## config.mk

```make
export PLATFORM = sky130hd
export DESIGN_NAME = hb_addr_decoder
export DESIGN_NICKNAME = d
export VERILOG_FILES = /design/src/rtl/hbd_pkg.sv /design/src/rtl/hbd_window_sel.sv /design/src/rtl/hbd_xlate.sv /design/src/rtl/hb_addr_decoder.sv
export SDC_FILE = /design/constraint.sdc
export NUM_CORES = 1
export LEC_CHECK = 0
export ABC_AREA = 1
export BUFFER_PORTS_ARGS = -buffer_cell sky130_fd_sc_hd__buf_2
export CORE_MARGIN = 10
export CORE_UTILIZATION = 52
export CTS_CLUSTER_DIAMETER = 150
export DETAILED_ROUTE_END_ITERATION = 10
export GPL_TIMING_DRIVEN = 0
export HOLD_SLACK_MARGIN = 0.02
export PLACE_DENSITY_LB_ADDON = 0.12
export SETUP_SLACK_MARGIN = 0.15
export SLEW_MARGIN = 10
export SYNTH_ARGS = -nofsm -noshare
export SYNTH_HDL_FRONTEND = slang
export SYNTH_SLANG_ARGS = --single-unit
```

## constraint.sdc

```tcl
create_clock -name clk -period 1.1 [get_ports clk]
set_clock_uncertainty 0.15 [all_clocks]
set_input_delay 0.22 -clock clk [delete_from_list [all_inputs] [get_ports clk]]
set_output_delay 0.22 -clock clk [all_outputs]
set_load 0.02 [all_outputs]
```

## src/rtl/hbd_pkg.sv

```systemverilog
package hbd_pkg;
  localparam int RGN_N    = 4;
  localparam int RGN_IO   = 0;
  localparam int RGN_CFG  = 1;
  localparam int RGN_MEM  = 2;
  localparam int RGN_IACK = 3;
  localparam int DEVSEL_LO = 11;
  localparam int DEVSEL_N  = 11;

  // direct configuration: register offset kept, lowest device-select bit index encoded above it
  function automatic logic [31:0] f_cfg_addr(input logic [31:0] off);
    logic [3:0] idx;
    logic       seen;
    idx  = 4'(DEVSEL_N);
    seen = 1'b0;
    for (int i = 0; i < DEVSEL_N; i++) begin
      if (!seen && off[DEVSEL_LO + i]) begin
        idx  = 4'(i);
        seen = 1'b1;
      end
    end
    return {17'd0, idx, off[10:0]};
  endfunction

  function automatic logic [31:0] f_io_dense(input logic [31:0] off);
    return {16'd0, off[15:0]};
  endfunction

  // sparse map: bits 26:12 close up onto bits 19:5, bits 4:0 stay
  function automatic logic [31:0] f_io_sparse(input logic [31:0] off);
    return {12'd0, off[26:12], off[4:0]};
  endfunction

  function automatic logic [7:0] f_lanes(input logic [1:0] sz, input logic [1:0] lo);
    logic [7:0] m;
    case (sz)
      2'd0:    m = 8'h01;
      2'd1:    m = 8'h03;
      2'd2:    m = 8'h0F;
      default: m = 8'h00;
    endcase
    return m << lo;
  endfunction
endpackage

```

## src/rtl/hbd_window_sel.sv

```systemverilog
module hbd_window_sel #(
  parameter logic [31:0] IO_BASE   = 32'h8000_0000,
  parameter logic [31:0] IO_SPAN   = 32'h0080_0000,
  parameter logic [31:0] CFG_BASE  = 32'h8080_0000,
  parameter logic [31:0] CFG_SPAN  = 32'h0040_0000,
  parameter logic [31:0] MEM_BASE  = 32'hC000_0000,
  parameter logic [31:0] MEM_SPAN  = 32'h3F00_0000,
  parameter logic [31:0] IACK_ADDR = 32'hBFFF_FFF0
) (
  input  logic [31:0] addr,
  input  logic [1:0]  size,
  output logic        hit_io,
  output logic        hit_cfg,
  output logic        hit_mem,
  output logic        hit_iack
);
  logic size_ok;
  assign size_ok  = (size != 2'd3);
  assign hit_io   = size_ok && (addr >= IO_BASE)  && ((addr - IO_BASE)  < IO_SPAN);
  assign hit_cfg  = size_ok && (addr >= CFG_BASE) && ((addr - CFG_BASE) < CFG_SPAN);
  assign hit_mem  = size_ok && (addr >= MEM_BASE) && ((addr - MEM_BASE) < MEM_SPAN);
  assign hit_iack = (size == 2'd0) && (addr == IACK_ADDR);
endmodule

```

## src/rtl/hbd_xlate.sv

```systemverilog
module hbd_xlate
  import hbd_pkg::*;
#(
  parameter logic [31:0] IO_BASE  = 32'h8000_0000,
  parameter logic [31:0] CFG_BASE = 32'h8080_0000,
  parameter logic [31:0] MEM_BASE = 32'hC000_0000,
  parameter logic [31:0] IDX_REG  = 32'h0000_0CF8,
  parameter logic [31:0] DAT_REG  = 32'h0000_0CFC
) (
  input  logic [31:0]      addr,
  input  logic             sparse,
  input  logic [RGN_N-1:0] rgn,
  output logic [31:0]      xaddr,
  output logic [1:0]       cfgreg
);
  logic [31:0] io_addr;
  always_comb begin
    io_addr = sparse ? f_io_sparse(addr - IO_BASE) : f_io_dense(addr - IO_BASE);
    xaddr   = 32'd0;
    cfgreg  = 2'b00;
    if (rgn[RGN_IO]) begin
      xaddr     = io_addr;
      cfgreg[0] = (io_addr[31:2] == IDX_REG[31:2]);
      cfgreg[1] = (io_addr[31:2] == DAT_REG[31:2]);
    end else if (rgn[RGN_CFG]) begin
      xaddr = f_cfg_addr(addr - CFG_BASE);
    end else if (rgn[RGN_MEM]) begin
      xaddr = addr - MEM_BASE;
    end
  end
endmodule

```

## src/rtl/hb_addr_decoder.sv

```systemverilog
module hb_addr_decoder
  import hbd_pkg::*;
#(
  parameter logic [31:0] IO_BASE   = 32'h8000_0000,
  parameter logic [31:0] IO_SPAN   = 32'h0080_0000,
  parameter logic [31:0] CFG_BASE  = 32'h8080_0000,
  parameter logic [31:0] CFG_SPAN  = 32'h0040_0000,
  parameter logic [31:0] MEM_BASE  = 32'hC000_0000,
  parameter logic [31:0] MEM_SPAN  = 32'h3F00_0000,
  parameter logic [31:0] IACK_ADDR = 32'hBFFF_FFF0
) (
  input  logic        clk,
  input  logic        rst_n,
  input  logic        req_valid,
  input  logic [31:0] req_addr,
  input  logic [1:0]  req_size,
  input  logic        io_sparse,
  output logic        out_valid,
  output logic [3:0]  out_region,
  output logic        out_miss,
  output logic [31:0] out_addr,
  output logic [7:0]  out_be,
  output logic [1:0]  out_cfgreg
);
  logic             w_hit_io, w_hit_cfg, w_hit_mem, w_hit_iack;
  logic [RGN_N-1:0] w_rgn;
  logic             w_miss;
  logic [31:0]      w_xaddr;
  logic [1:0]       w_cfgreg;
  logic [7:0]       w_be;

  hbd_window_sel #(
    .IO_BASE(IO_BASE), .IO_SPAN(IO_SPAN), .CFG_BASE(CFG_BASE), .CFG_SPAN(CFG_SPAN),
    .MEM_BASE(MEM_BASE), .MEM_SPAN(MEM_SPAN), .IACK_ADDR(IACK_ADDR)
  ) u_sel (
    .addr(req_addr), .size(req_size),
    .hit_io(w_hit_io), .hit_cfg(w_hit_cfg), .hit_mem(w_hit_mem), .hit_iack(w_hit_iack)
  );

  assign w_rgn  = {w_hit_iack, w_hit_mem, w_hit_cfg, w_hit_io};
  assign w_miss = (w_rgn == '0);

  hbd_xlate #(
    .IO_BASE(IO_BASE), .CFG_BASE(CFG_BASE), .MEM_BASE(MEM_BASE)
  ) u_xl (
    .addr(req_addr), .sparse(io_sparse), .rgn(w_rgn),
    .xaddr(w_xaddr), .cfgreg(w_cfgreg)
  );

  assign w_be = w_miss ? 8'h00 : f_lanes(req_size, req_addr[1:0]);

  always_ff @(posedge clk or negedge rst_n) begin
    if (!rst_n) begin
      out_valid  <= 1'b0;
      out_region <= '0;
      out_miss   <= 1'b0;
      out_addr   <= '0;
      out_be     <= '0;
      out_cfgreg <= '0;
    end else begin
      out_valid <= req_valid;
      if (req_valid) begin
        out_region <= w_rgn;
        out_miss   <= w_miss;
        out_addr   <= w_xaddr;
        out_be     <= w_be;
        out_cfgreg <= w_cfgreg;
      end
    end
  end
endmodule

```

==> results of run 1 <==
repair_timing:
action                     4_1_cts  5_1_grt
pin swaps                       38       52
hold endpoints to repair        48       47
setup endpoints to repair       93      140
cloned                           1        1
gates resized for setup        178      113
setup buffers                   32       32
through the flow:
stage / instances / TNS, ns
final: 654 / -32.23
after global routing: 654 / -33.01
after CTS: 621 / -19.87
after detailed placement: 579 / -45.20
after global placement: 579 / -41.54
after floorplan: 424 / -16.29
metal layers:
metal | up-vias | GRT usage (%) | wire length (microns) | part of all wire [%]
met5 | - | 0 | 0 | 0
met4 | 0 | 9.09 | 1830 | 10
met3 | 209 | 5.11 | 2590 | 15
met2 | 579 | 42.0 | 7710 | 44
met1 | 2002 | 28.7 | 5260 | 30
li1 | 1698 | - | - | -
area by class of cell:
type,instances,share of cell area [%]
plain buffers,14,2.57
repair buffers,150,27.1
clock inverters,2,0.746
multi-input cells,320,39.4
clock buffers,6,1.59
well taps,72,1.73
flip-flops and latches,47,22.6
inverters,43,4.30
sequential cells by signal, indices dropped and copies added, names as in the netlist:
signal      count
out_addr       32
out_be          7
out_cfgreg      2
out_miss        1
out_region      4
out_valid       1
placed cells by master, fill, tap and decap left out, types with 2 or more instances in the layout:
master	count
or2_2	3
o21ai_2	8
inv_4	7
buf_2	19
a21oi_1	5
o21ai_4	2
nor2_1	36
ha_1	5
o21ai_1	13
clkbuf_2	3
nand2_1	100
inv_2	3
buf_12	4
o31ai_2	8
clkbuf_8	8
nand3b_1	2
and2_4	2
buf_4	56
o21ai_0	15
dfrtp_1	47
nand3_4	2
nor2_2	21
nand3_2	18
nor3_2	2
nor3_1	2
nor2_4	14
buf_6	73
nand3_1	9
inv_1	28
nand2_2	13
inv_8	2
nand4_1	15
inv_12	2
a21oi_2	2
buf_8	4
o211ai_1	8
nand2_4	5
ha_4	4
worst max path at each step:
stage | startpoint | end | slack (ns) | cells after the start
global placement | req_addr[30] | out_be[4] | -0.91 | 11
detailed placement | req_addr[30] | out_be[4] | -0.94 | 11
CTS | req_addr[30] | out_be[4] | -0.36 | 12
global route | req_addr[30] | out_addr[20] | -0.75 | 11
finish | req_addr[12] | out_addr[12] | -0.82 | 11
floorplan | req_addr[30] | out_addr[12] | -0.44 | 13
critical path: cells and delay by family:
family / cells / cell delay [ns]
buffers and inverters: 2 / 0.23
and+or+nand+nor: 8 / 1.27
AOI/OAI and AO/OA: 1 / 0.25
power breakdown:
part	total, mW	internal, mW	switching [mW]	leakage, nW
clock	1.46	0.751	0.713	0.0618
sequential	1.93	1.83	0.0995	0.631
combinational	1.66	0.688	0.971	1.80
total	5.05	3.26	1.78	2.49
kinds of logic (layout without fill, tap and decap cells):
kind of cell	count (synthesis)	in the layout
AND/OR/NAND/NOR	247	247
AO/OA/AOI/OAI	63	63
buffers and inverters	57	215
flip-flops	47	47
adder cells (fa/ha/maj)	9	9
other	1	1
==> key figures, run 1 <==
Clock tree
  • Clock-pin slew on the worst setup and hold paths: between 0.1 and 0.15 ns
  • CTS tree: built
  • H-tree Lvls: 2
  • CTS buffer count: 5
  • Root Buffer: clkbuf_8
  • Sink Count: 47
  • Hold Buf Count CTS: 1
  • Maximum buffer depth of the clock tree: 2
  • Clk_lat worst skew: 0.31 ns

Run status
  • Failing checks: DRC, hold timing, setup timing
  • Outcome: finished, violations left

Logic synthesis
  • Cell count after synthesis: 424
  • Synth area leader: dfrtp_1
  • Mux contribution to synthesized area: 0%
  • Synth Area in Compound Gates: roughly an eighth
  • Area contributors post-synth: dfrtp_1, nand2_1, nor2_1
  • Main combinational cell family by area after synthesis: simple AND/OR/NAND/NOR gates
  • EDFF count, synth: 0
  • Simple-gate share of the synthesized area: 35.7%
  • Post-Synth XOR/XNOR Area: 0%
  • Post-Synth Adder-Cell Area: roughly 3.8%
  • Top-area cell type share of the netlist area: 39.7%
  • Synthesized cell area: 2970 sq um
  • Sequential fraction of the synthesis area: about two fifths
  • Most frequent cell after synthesis: nand2_1
  • Netlist cell types: 30
  • Synth Flop Type: dfrtp_1
  • Post-synth top cells: nand2_1, nor2_1, dfrtp_1, inv_1, o21ai_0
  • Mapped Nets: roughly 470
  • Async SR Flop Fraction: 100%
  • Syn Area/Cell: approximately 7 sq um
  • Yosys reg bits: 47
  • Yosys warning count: 0

Setup path
  • RR Startpoint: out_addr[20]
  • Critical path class: in -> reg
  • Critical path arrival: a little under 2 ns
  • Worst path cell trace: buf_2, nor2_1, nand2_1, inv_1, nand3_1, nor2_1, o21ai_0, nand2_1, nand4_1, nand3_2, nand2_2
  • Worst path max stage delay: between 0.2 and 0.3 ns
  • FF-to-FF End: out_addr[20]
  • CP Capture Type: register
  • Required time of the critical path: 1.17 ns
  • Crit Path Max Fanout: 6
  • Worst Setup Start Kind: primary input
  • Worst reg-to-reg setup slack: -0.23 ns
  • Crit path max-delay cell type: nor2_1
  • Reg2Reg Depth: 3

STA
  • Final Max Slew Viols: 0
  • RSZ-0062 raised after global routing: yes
  • Worst Tran Pin Value: ~0.69 ns
  • Tmin final: around 1.9 ns
  • Finish-stage setup viols: between 90 and 100
  • Final period utilization: 174%
  • Fmax: between 0.5 and 0.6 GHz
  • Min Hold Slack: -0.200 ns
  • Final Hold Viols: 47
  • Final setup margin: -0.815 ns
  • Slew headroom: between 50% and 60%

Routing
  • Via count: 4488
  • DRC: 8
  • Iteration-0 DRC Markers: just over 800
  • DRT Pass-1 Iters: 11
  • Post-Route WL: 17400 microns
  • Via density: a little under 7
  • Post-DRT Antenna Nets: 0
  • WL/cell: approximately 27 microns

Floorplanning
  • # IOs: between 80 and 90
  • Initial Util: a little over half
  • Die Span Y: between 90 and 100 microns
  • Core area: 5510 sq um
  • Die Span X: between 90 and 100 microns
  • Row count: 27
  • Die Area: 9120 sq um

Pwr
  • PD cells: around 970 nW/um^2
  • Peak VDD IR: a little over 0.6 mV
  • Leakage power: between 2 and 2.5 nW
  • Tot Pwr: between 5 and 6 mW

Place
  • DP HPWL: ~7400 microns
  • Setup WS pre-CTS: -0.944 ns
  • PortBufs: 83
  • DP Area: around 3600 sq um
  • Routability cong.: approximately 0.95

Final layout
  • P&R area growth vs syn: 75.4%
  • Share of cells above drive strength 1: between 50% and 60%
  • Nets: between 600 and 700
  • Multi-input gate area: a little over 2000 sq um
  • Antenna cells: 0
  • Final Util: between 90% and 100%
  • Cell area after layout: roughly 5200 sq um
  • Fill cells: 147
  • Register Area: approximately 1200 sq um

Global routing
  • Overall routing resource usage: roughly a quarter
  • Number of global-route vias before repair: about 3600
  • Antenna violations before repair: 0
  • First-pass GRT wire length: roughly 18000 microns
  • Congestion Overflow GR: 0
  • Largest net degree at the start of global routing: 48

Hold path
  • Tightest Hold Check Type: in -> async

Run
  • Max-Cap Viols: 0
No activity file was read; power rests on OpenSTA's default activity.
==> run 2, diff against run 1 <==
--- a/config.mk
+++ b/config.mk
@@ -5,10 +5,9 @@
 export SDC_FILE = /design/constraint.sdc
 export NUM_CORES = 1
 export LEC_CHECK = 0
-export ABC_AREA = 1
 export BUFFER_PORTS_ARGS = -buffer_cell sky130_fd_sc_hd__buf_2
 export CORE_MARGIN = 10
-export CORE_UTILIZATION = 52
+export CORE_UTILIZATION = 48
 export CTS_CLUSTER_DIAMETER = 150
 export DETAILED_ROUTE_END_ITERATION = 10
 export GPL_TIMING_DRIVEN = 0
==> run 2 against run 1 <==
The flow finishes with violations (hold timing, setup timing). Clock power is 14% lower. First-iteration DRC count down 78%. Maximum frequency down 3.4%. Die area down 1.8%. Flip-flop and latch count stayed put. Non-clock buffer count shrank 21. Sequential power about the same. Sequential share of layout area rose by 4.1 points. Utilization decreased by 14 points. Largest power group unchanged. Critical path depth decreased by 2. Highest routed layer unchanged.
==> key figures, run 2 <==
Run status
  • Outcome: finished, violations left
  • Failing checks: hold timing, setup timing

Routing
  • Post-Route WL: 9840 microns (-43%)
  • DRC: 0 (-8)
  • Post-DRT Antenna Nets: 0 (unchanged)
  • Iteration-0 DRC Markers: 182 (-78%)
  • Via count: 2814 (-37%)
  • WL/cell: 21.0 microns (-21%)
  • Via density: 6.00 (-13%)
  • DRT Pass-1 Iters: 5 (-6)

STA
  • Min Hold Slack: -0.232 ns (-0.0320 ns)
  • Final setup margin: -0.884 ns (-0.0682 ns)
  • RSZ-0062 raised after global routing: yes
  • Fmax: 0.504 GHz (-3.4%)
  • Tmin final: 1.98 ns (+0.0682 ns)
  • Final period utilization: 180% (+6.2 points)
  • Finish-stage setup viols: 93 (unchanged)
  • Slew headroom: 60.4% (+6.5 points)
  • Final Max Slew Viols: 0 (unchanged)
  • Final Hold Viols: 48 (+2.1%)
  • Worst Tran Pin Value: 0.594 ns (-0.0970 ns)
  • Post-route setup TNS: -40.09 ns (-7.86 ns)

Setup path
  • Worst reg-to-reg setup slack: -0.07 ns (+0.16 ns)
  • Worst Setup Start Kind: primary input
  • Critical path class: in -> reg
  • RR Startpoint: out_region[1]
  • Crit Path Max Fanout: 8 (+2)
  • Reg2Reg Depth: 3 (unchanged)
  • Required time of the critical path: 1.13 ns (-0.04 ns)
  • FF-to-FF End: out_region[1]
  • CP Capture Type: register
  • Critical path arrival: 2.01 ns (+0.02 ns)

Logic synthesis
  • Synthesized cell area: 2680 sq um (-9.7%)
  • Most frequent cell after synthesis: dfrtp_1
  • Post-Synth Adder-Cell Area: 4.21% (+0.41 points)
  • Mux contribution to synthesized area: 3.18% (+3.2 points)
  • Async SR Flop Fraction: 100% (unchanged)
  • Post-Synth XOR/XNOR Area: 0.327% (+0.33 points)
  • Mapped Nets: 310 (-34%)
  • Cell count after synthesis: 263 (-38%)
  • Synth Flop Type: dfrtp_1
  • EDFF count, synth: 0 (unchanged)
  • Synth Area in Compound Gates: 21.1% (+8.5 points)
  • Yosys reg bits: 47 (unchanged)
  • Post-synth top cells: dfrtp_1, a22o_1, inv_1, nor2b_1
  • Sequential fraction of the synthesis area: 43.9% (+4.3 points)
  • Simple-gate share of the synthesized area: 21.6% (-14 points)
  • Area contributors post-synth: dfrtp_1, a22o_1, ha_1
  • Yosys warning count: 0 (unchanged)
  • Synth area leader: dfrtp_1
  • Main combinational cell family by area after synthesis: simple AND/OR/NAND/NOR gates
  • Netlist cell types: 54 (+80%)
  • Syn Area/Cell: 10.2 sq um (+46%)
  • Top-area cell type share of the netlist area: 43.9% (+4.3 points)

Global routing
  • Overall routing resource usage: 21.4% (-2.8 points)
  • First-pass GRT wire length: 15100 microns (-14%)
  • Largest net degree at the start of global routing: 48 (unchanged)
  • Antenna violations before repair: 0 (unchanged)
  • Congestion Overflow GR: 0 (unchanged)
  • Number of global-route vias before repair: 2815 (-21%)

Place
  • Setup WS pre-CTS: -1.39 ns (-0.447 ns)
  • Placed cell count: 415 (-28%)
  • DP Area: 3330 sq um (-8.1%)
  • Routability cong.: 0.913 (-3.6%)
  • DP HPWL: 6460 microns (-12%)
  • PortBufs: 80 (-3.6%)

Clock tree
  • Clock-pin slew on the worst setup and hold paths: 0.09 ns (-0.03 ns)
  • Hold Buf Count CTS: 1 (unchanged)
  • Clk_lat worst skew: 0.30 ns (about the same)
  • Sink Count: 47 (unchanged)
  • Root Buffer: clkbuf_8
  • Maximum buffer depth of the clock tree: 2 (unchanged)
  • CTS buffer count: 5 (unchanged)
  • CTS tree: built
  • H-tree Lvls: 2 (unchanged)

Final layout
  • Share of cells above drive strength 1: 49.4% (-0.63 points)
  • Cell area after layout: 4410 sq um (-15%)
  • Final std cells w/o fill: 469 (-28%)
  • Antenna cells: 0 (unchanged)
  • Commonest cells after routing, fill and taps aside: buf_6, buf_4, dfrtp_1
  • Top flop regs: out_addr x32, out_be x7, out_region x4
  • Nets: 444 (-29%)
  • P&R area growth vs syn: 64.8%
  • Max reg flops: 32 (unchanged)
  • Largest Register: out_addr
  • Most common cell after layout, fill and taps aside: buf_6

Pwr
  • Tot Pwr: 4.41 mW (-13%)
  • Peak VDD IR: 0.715 mV (+15%)
  • PD cells: 1000 nW/um^2 (+3.0%)
  • Leakage power: 2.04 nW (-18%)

Floorplanning
  • Die Area: 8960 sq um (-1.8%)
  • Die Span Y: 94.7 microns (-0.88%)
  • Initial Util: 48.9% (-4.9 points)
  • Row count: 27 (unchanged)
  • Die Span X: 94.7 microns (-0.88%)
  • Core area: 5470 sq um (-0.61%)
  • # IOs: 86 (unchanged)

Hold path
  • Tightest Hold Check Type: in -> async

Run
  • Max-Cap Viols: 0 (unchanged)
[run 2: cell types whose count changed after synthesis, sizes merged, moves of 18 or more]
cell	before	now
nand2	119	12
nor2	71	12
o21ai	38	7
inv	43	16
nand3	29	8
a22o	0	18
[run 2: worst max-delay path by stage]
stage / depth (start not counted) / from / end / slack [ns]
floorplan: 6 / req_addr[11] / out_addr[5] / -0.99
global placement: 7 / req_addr[11] / out_addr[6] / -1.36
detailed placement: 7 / req_addr[11] / out_addr[7] / -1.39
CTS: 7 / req_addr[12] / out_addr[7] / -0.84
global route: 9 / req_addr[5] / out_addr[17] / -0.96
finish: 9 / req_addr[5] / out_addr[17] / -0.88
[run 2: critical path: stages]
cell	delay, ns
buf_4	0.14
nor4_4	0.32
nand2_2	0.10
buf_4	0.15
nor4_4	0.32
nor2_4	0.10
and3_4	0.17
buf_8	0.14
a221o_1	0.35
[run 2: metal layers]
metal / wire length (microns) / global-route usage (%) / vias up / share of wire (%)
li1: - / - / 1270 / -
met1: 4030 / 26.4 / 1385 / 41
met2: 4780 / 35.7 / 132 / 49
met3: 804 / 5.71 / 27 / 8.2
met4: 228 / 6.98 / 0 / 2.3
met5: 0 / 0 / - / 0
[run 2: report_power, final]
group / internal [mW] / switching (mW) / leakage [nW]
Clock: 0.667 / 0.581 / 0.0513
Combinational: 0.613 / 0.647 / 1.36
Sequential: 1.83 / 0.0736 / 0.631
Total: 3.11 / 1.30 / 2.04
[run 2: cells by family (layout without fill, tap and decap cells)]
| kind of cell | after synthesis | in the layout |
|---|---|---|
| simple gates | 92 | 92 |
| compound gates | 72 | 72 |
| flops | 47 | 47 |
| buf+inv | 33 | 167 |
| fa+ha+maj | 9 | 9 |
| mux | 8 | 8 |
| other cells | 1 | 1 |
| xor+xnor | 1 | 1 |
[run 2: area by class of cell]
class / count / area, sq um
clock inverters: 1 / 30.0
fillers: 344 / 1060
clock buffers: 6 / 72.6
inverters: 17 / 66.3
plain buffers: 16 / 165
well taps: 72 / 90.1
repair buffers: 127 / 1180
multi-input cells: 183 / 1630
flip-flops and latches: 47 / 1180
[run 2: repair_timing]
item	in CTS	in global routing
hold endpoints to repair	50	49
buffers inserted	27	18
setup endpoints to repair	140	93
gates resized for setup	144	35
cloned	1	0
pin swaps	28	26
[run 2: stage by stage]
| stage | util [%] | hold WS (ns) |
|---|---|---|
| global route | 80.6 | -0.184 |
| detailed placement | 60.9 | 0.246 |
| floorplan | - | -0.226 |
| global placement | 60.9 | 0.243 |
| CTS | 76.2 | -0.199 |
| finish | 80.6 | -0.232 |
